File: config.mk
export PLATFORM = sky130hd
export DESIGN_NAME = txn_conflict_unit
export DESIGN_NICKNAME = d
export VERILOG_FILES = /design/src/rtl/cr_pkg.sv /design/src/rtl/cr_classify.sv /design/src/rtl/cr_stall_timer.sv /design/src/rtl/cr_events.sv /design/src/rtl/txn_conflict_unit.sv
export SDC_FILE = /design/constraint.sdc
export NUM_CORES = 1
export LEC_CHECK = 0
export ABC_AREA = 1
export ABC_CLOCK_PERIOD_IN_PS = 4200
export CORE_MARGIN = 2
export CORE_UTILIZATION = 42
export CTS_CLUSTER_SIZE = 25
export DETAILED_ROUTE_END_ITERATION = 7
export PLACE_DENSITY = 0.83
export SYNTH_ARGS = -nofsm -noshare
export SYNTH_HDL_FRONTEND = slang
export SYNTH_SLANG_ARGS = --single-unit
File: constraint.sdc
create_clock -name clk -period 4.2 [get_ports clk]
set_clock_uncertainty 0.15 [all_clocks]
set_input_delay 0.84 -clock clk [delete_from_list [all_inputs] [get_ports clk]]
set_output_delay 0.84 -clock clk [all_outputs]
set_load 0.01 [all_outputs]
File: src/rtl/cr_pkg.sv
package cr_pkg;
  typedef enum logic [1:0] {
    CR_NONE        = 2'd0,
    CR_STALL       = 2'd1,
    CR_ABORT_OWNER = 2'd2,
    CR_WAIT_EXC    = 2'd3
  } cr_verdict_t;
endpackage

File: src/rtl/cr_classify.sv
module cr_classify #(
  parameter int PRIO_W = 4,
  parameter int TXN_W  = 6
) (
  input  logic              req_is_write,
  input  logic              own_is_write,
  input  logic [PRIO_W-1:0] req_prio,
  input  logic [PRIO_W-1:0] own_prio,
  input  logic [TXN_W-1:0]  req_txn,
  input  logic [TXN_W-1:0]  own_txn,
  input  logic              same_thread,
  input  logic              own_paused,
  input  logic              own_retry,
  output logic              hit,
  output logic              req_wins
);
  // any write on either side makes the access pair incompatible
  function automatic logic touch_conflict(input logic rw, input logic ow);
    return rw | ow;
  endfunction

  // strict priority first, lower transaction number breaks ties
  function automatic logic prio_beats(input logic [PRIO_W-1:0] rp, input logic [PRIO_W-1:0] op,
                                      input logic [TXN_W-1:0] rt, input logic [TXN_W-1:0] ot);
    if (rp != op) return rp > op;
    return rt < ot;
  endfunction

  logic self_paused;
  assign self_paused = same_thread & own_paused;
  assign hit         = touch_conflict(req_is_write, own_is_write) & ~self_paused;
  assign req_wins    = own_retry | prio_beats(req_prio, own_prio, req_txn, own_txn);
endmodule

File: src/rtl/cr_stall_timer.sv
module cr_stall_timer #(
  parameter int STALL_LIMIT = 16
) (
  input  logic clk,
  input  logic rst_n,
  input  logic owner_wins,
  input  logic own_done,
  output logic timeout,
  output logic wait_fire
);
  localparam int CW = $clog2(STALL_LIMIT + 1);
  localparam logic [CW-1:0] LAST = CW'(STALL_LIMIT - 1);

  logic [CW-1:0] cnt;

  assign timeout   = owner_wins & (cnt == LAST);
  assign wait_fire = timeout & ~own_done;

  always_ff @(posedge clk) begin
    if (!rst_n)                      cnt <= '0;
    else if (!owner_wins || timeout) cnt <= '0;
    else                             cnt <= cnt + 1'b1;
  end
endmodule

File: src/rtl/cr_events.sv
module cr_events #(
  parameter int ID_W = 8
) (
  input  logic            clk,
  input  logic            rst_n,
  input  logic            abort_retry,
  input  logic [ID_W-1:0] own_id,
  input  logic            fin_valid,
  input  logic            fin_except,
  input  logic [ID_W-1:0] fin_id,
  output logic            wake_exc,
  output logic [ID_W-1:0] wake_id,
  output logic            cmpl_exc,
  output logic [ID_W-1:0] cmpl_id
);
  logic            pend;
  logic [ID_W-1:0] pend_id;

  always_ff @(posedge clk) begin
    if (!rst_n) begin
      pend     <= 1'b0;
      pend_id  <= '0;
      wake_exc <= 1'b0;
      wake_id  <= '0;
      cmpl_exc <= 1'b0;
      cmpl_id  <= '0;
    end else begin
      // abort takes effect first, wake-up follows after the instruction completes
      pend     <= abort_retry;
      pend_id  <= abort_retry ? own_id : '0;
      wake_exc <= pend;
      wake_id  <= pend_id;
      cmpl_exc <= fin_valid & fin_except;
      cmpl_id  <= (fin_valid & fin_except) ? fin_id : '0;
    end
  end
endmodule

File: src/rtl/txn_conflict_unit.sv
module txn_conflict_unit #(
  parameter int PRIO_W      = 4,
  parameter int TXN_W       = 6,
  parameter int ID_W        = 8,
  parameter int STALL_LIMIT = 16
) (
  input  logic              clk,
  input  logic              rst_n,
  input  logic              req_valid,
  input  logic              req_is_write,
  input  logic              own_is_write,
  input  logic [PRIO_W-1:0] req_prio,
  input  logic [PRIO_W-1:0] own_prio,
  input  logic [TXN_W-1:0]  req_txn,
  input  logic [TXN_W-1:0]  own_txn,
  input  logic              same_thread,
  input  logic              own_paused,
  input  logic              own_retry,
  input  logic              own_done,
  input  logic [ID_W-1:0]   own_id,
  input  logic              fin_valid,
  input  logic              fin_except,
  input  logic [ID_W-1:0]   fin_id,
  output logic              res_valid,
  output logic [1:0]        res_code,
  output logic              wait_exc,
  output logic [ID_W-1:0]   wait_owner_id,
  output logic              wake_exc,
  output logic [ID_W-1:0]   wake_id,
  output logic              cmpl_exc,
  output logic [ID_W-1:0]   cmpl_id
);
  import cr_pkg::*;

  logic hit, req_wins, live, owner_wins, abort_retry, timeout, wait_fire;
  cr_verdict_t verdict_nxt;

  cr_classify #(.PRIO_W(PRIO_W), .TXN_W(TXN_W)) u_cls (
    .req_is_write(req_is_write), .own_is_write(own_is_write),
    .req_prio(req_prio), .own_prio(own_prio),
    .req_txn(req_txn), .own_txn(own_txn),
    .same_thread(same_thread), .own_paused(own_paused), .own_retry(own_retry),
    .hit(hit), .req_wins(req_wins)
  );

  assign live        = req_valid & hit;
  assign owner_wins  = live & ~req_wins;
  assign abort_retry = live & req_wins & own_retry;

  cr_stall_timer #(.STALL_LIMIT(STALL_LIMIT)) u_tmr (
    .clk(clk), .rst_n(rst_n), .owner_wins(owner_wins), .own_done(own_done),
    .timeout(timeout), .wait_fire(wait_fire)
  );

  cr_events #(.ID_W(ID_W)) u_evt (
    .clk(clk), .rst_n(rst_n), .abort_retry(abort_retry), .own_id(own_id),
    .fin_valid(fin_valid), .fin_except(fin_except), .fin_id(fin_id),
    .wake_exc(wake_exc), .wake_id(wake_id), .cmpl_exc(cmpl_exc), .cmpl_id(cmpl_id)
  );

  always_comb begin
    if (!live)          verdict_nxt = CR_NONE;
    else if (req_wins)  verdict_nxt = CR_ABORT_OWNER;
    else if (wait_fire) verdict_nxt = CR_WAIT_EXC;
    else                verdict_nxt = CR_STALL;
  end

  always_ff @(posedge clk) begin
    if (!rst_n) begin
      res_valid     <= 1'b0;
      res_code      <= 2'd0;
      wait_exc      <= 1'b0;
      wait_owner_id <= '0;
    end else begin
      res_valid     <= req_valid;
      res_code      <= verdict_nxt;
      wait_exc      <= wait_fire;
      wait_owner_id <= wait_fire ? own_id : '0;
    end
  end
endmodule

==> results.yml <==
run_status:
  status: "complete, no violations"
pwr:
  clock_power_share_pct: 33.7
  p_switching_w: 0.000170
  peakVddDrop_uv: 182
  pwr-share-seq_pct: 54.2
  power_frac_comb_pct: 12.1
  swShare_pct: 21.6
  pwr_density_cell_nw_per_um2: 316
  p_int_w: 0.000615
  p_leak_nw: 1.21
yosys:
  synthCells: 184
  synth_cell_type_count: 18
  syn_avg_cell_area_sq_um: 8.54
  yosysWarnings: 0
  syn_nets: 242
  syn_area_sq_um: 1570
  synth_seq_cells: 44
  seq_area_frac_synth_pct: 56.1
critical_path:
  r2r-start: "u_tmr.cnt[0]"
  critical-path-max-stage-delay_ns: 0.46
  ff2ff_setup_slack_ns: 2.50
  path_buf_inv: 3
  cp_cell_sequence: "clkdlybuf4s50_1 -> inv_1 -> ha_1 -> nand2_1 -> nor2_2 -> inv_2 -> a21oi_4 -> nand4_4 -> nor2_1"
  r2r_end: "wait_owner_id[4]"
  crit_type: "in -> reg"
  rr_worst_depth: 7
  cp.arrival_ns: 2.44
  crit_slowest_cell: "clkdlybuf4s50_1"
  start_kind: "input pin"
  worstPathRequired_ns: 4.27
  cp_top_family: "buffers and inverters"
  crit_fanout: 9
  critPathCaptureType: "flop"
sta:
  finalCriticalPeriod_ns: 2.37
  min_period_over_period_pct: 56.5
  hold_slack_ns: 0.263
  tightest_slew_ns: 0.377
  rsz0062_at_grt: "false"
  maxSlewHeadroom_pct: 74.8
  final_max_slew_viol_count: 0
  finalHoldViolations: 0
  setup_viol: 0
  clock.fmax_ghz: 0.422
  setup_tns_ns: 0
drt:
  drtPass1Iterations: 4
  postRouteAntennaNets: 0
  via_count: 1302
  vias_per_cell: 4.13
  drtIter0Drc: 32
  wirelength_microns: 3250
  routedWlPerCell_microns: 10.3
  drc: 0
worst_hold_path:
  hold-path-cell-count: 2
  min_from: "u_evt.pend_id[1]"
  holdPathEnd: "u_evt.wake_id[1]"
  min_path_type: "reg -> reg"
layout:
  drive_gt1_share_pct: 5.99
  fillers: 305
  postLayoutCoreUtil_pct: 68.4
  multi_input_area_sq_um: 494
  seqCellArea_sq_um: 881
  num-nets-final: 324
  diodes: 0
  finalInstanceArea_sq_um: 2480
  syn_to_final_growth_pct: 58.1
global_route:
  overflow: 0
  antenna_found_initial: 0
  grt_pass1_vias: 1258
  grt_use_total_pct: 17.1
  grt_pass1_wl_microns: 5590
  grt_max_degree: 15
floorplanning:
  die_w_microns: 65.2
  rows: 22
  die_area_sq_um: 4250
  start_util_pct: 43.3
  core-area_sq_um: 3630
  dieHeight_microns: 65.2
  ios: 77
clock_network:
  htree_levels: 2
  hold_buffers: 0
  cts.path.max_buffers: 2
  path_clk_slew_ns: 0.08
  cts_tree: "yes"
  clk_latency_ns: 0.28
  numClockSinks: 44
  cts_made_buffers: 5
  cts_setup_buffers: 0
  cts_resized: 0
  cts-root-buf: "clkbuf_8"
placed_design:
  dp_hpwl_microns: 2610
  port_buffers: 76
  gp_congestion: 0.733
  dpl_cell_area_sq_um: 2390
flow_run:
  max_cap_viol_count: 0
==> flip-flops by register name (all words and copies together), names as in the netlist <==
signal	cells
res_code	2
res_valid	1
u_evt.cmpl_exc	1
u_evt.cmpl_id	8
u_evt.pend	1
u_evt.pend_id	8
u_evt.wake_exc	1
u_evt.wake_id	8
u_tmr.cnt	5
wait_exc	1
wait_owner_id	8
==> final cells by class <==
class                   instances  area share (%)
flip-flops and latches         44            35.4
repair buffers                 76            30.6
multi-input cells              88            19.9
inverters                      51            7.70
clock buffers                   6            3.32
well taps                      48            2.42
clock inverters                 2           0.604
==> cell families (layout without fill, tap and decap cells) <==
family	Yosys count	in the layout	synth area share [%]
simple gates	70	70	19.3
buf+inv	52	135	12.5
flops	44	44	56.1
fa+ha+maj	11	11	8.76
compound gates	5	5	2.31
xor+xnor	2	2	1.11
==> worst max-delay path by stage <==
stage                     start               end  depth (start not counted)
floorplan           own_prio[3]      u_tmr.cnt[2]                          9
global placement    own_prio[3]  wait_owner_id[5]                         10
detailed placement  own_prio[3]      u_tmr.cnt[4]                         10
CTS                 own_prio[3]  wait_owner_id[4]                          9
global route        own_prio[3]      u_tmr.cnt[4]                         10
finish              own_prio[3]  wait_owner_id[4]                          9
==> cell usage after synthesis, drive strengths merged <==
master / instances / area (sq um)
a21oi: 4 / 31.3
and3: 1 / 6.26
buf: 1 / 5.00
dfxtp: 44 / 881
ha: 11 / 138
inv: 51 / 191
nand2: 28 / 108
nand3: 3 / 15.0
nand4: 2 / 33.8
nor2: 36 / 140
o21ai: 1 / 5.00
xnor2: 1 / 8.76
xor2: 1 / 8.76
==> metal layers <==
metal	part of all wire (%)	track usage, %	up-vias
met5	0	0	-
met4	1.3	6.25	0
met3	2.5	3.08	4
met2	56	30.9	25
met1	40	20.2	585
li1	-	-	688
==> worst reg2reg max path, cell delays in order (launching register included) <==
cell     delay, ns
dfxtp_1       0.37
ha_1          0.20
and3_1        0.17
ha_1          0.13
inv_1         0.05
nor2_1        0.21
nand4_4       0.20
nor2_1        0.15
==> power by group through the flow <==
stage	Combinational [W]	Clock [W]	Sequential [W]
final	0.0000953	0.000265	0.000425
after global placement	0.0000932	0	0.000435
after floorplan	0.0000334	0	0.000438
after CTS	0.0000964	0.000272	0.000425
after detailed placement	0.0000955	0	0.000435
after global routing	0.000107	0.000295	0.000426
==> cells in the final DEF (no fill, tap or decap) <==
master / Yosys / layout
a21oi_1: 3 / 3
a21oi_4: 1 / 1
and3_1: 1 / 1
clkbuf_8: 0 / 6
clkdlybuf4s50_1: 0 / 76
clkinvlp_4: 0 / 2
dfxtp_1: 44 / 44
ha_1: 11 / 11
inv_1: 49 / 49
inv_2: 2 / 2
nand2_1: 27 / 27
nand2_2: 1 / 1
nand3_1: 3 / 3
nand4_2: 1 / 1
nand4_4: 1 / 1
nor2_1: 34 / 34
nor2_2: 2 / 2
o21ai_0: 1 / 1
xnor2_1: 1 / 1
xor2_1: 1 / 1
==> metrics by stage <==
step | worst slack [ns] | total power (W) | std cells
floorplan | 2.15 | 0.000471 | 184
CTS | 1.82 | 0.000793 | 315
global route | 1.68 | 0.000827 | 315
detailed placement | 1.55 | 0.000531 | 307
global placement | 1.59 | 0.000528 | 307
finish | 1.83 | 0.000785 | 315
Power figures use the tool's default switching activity.
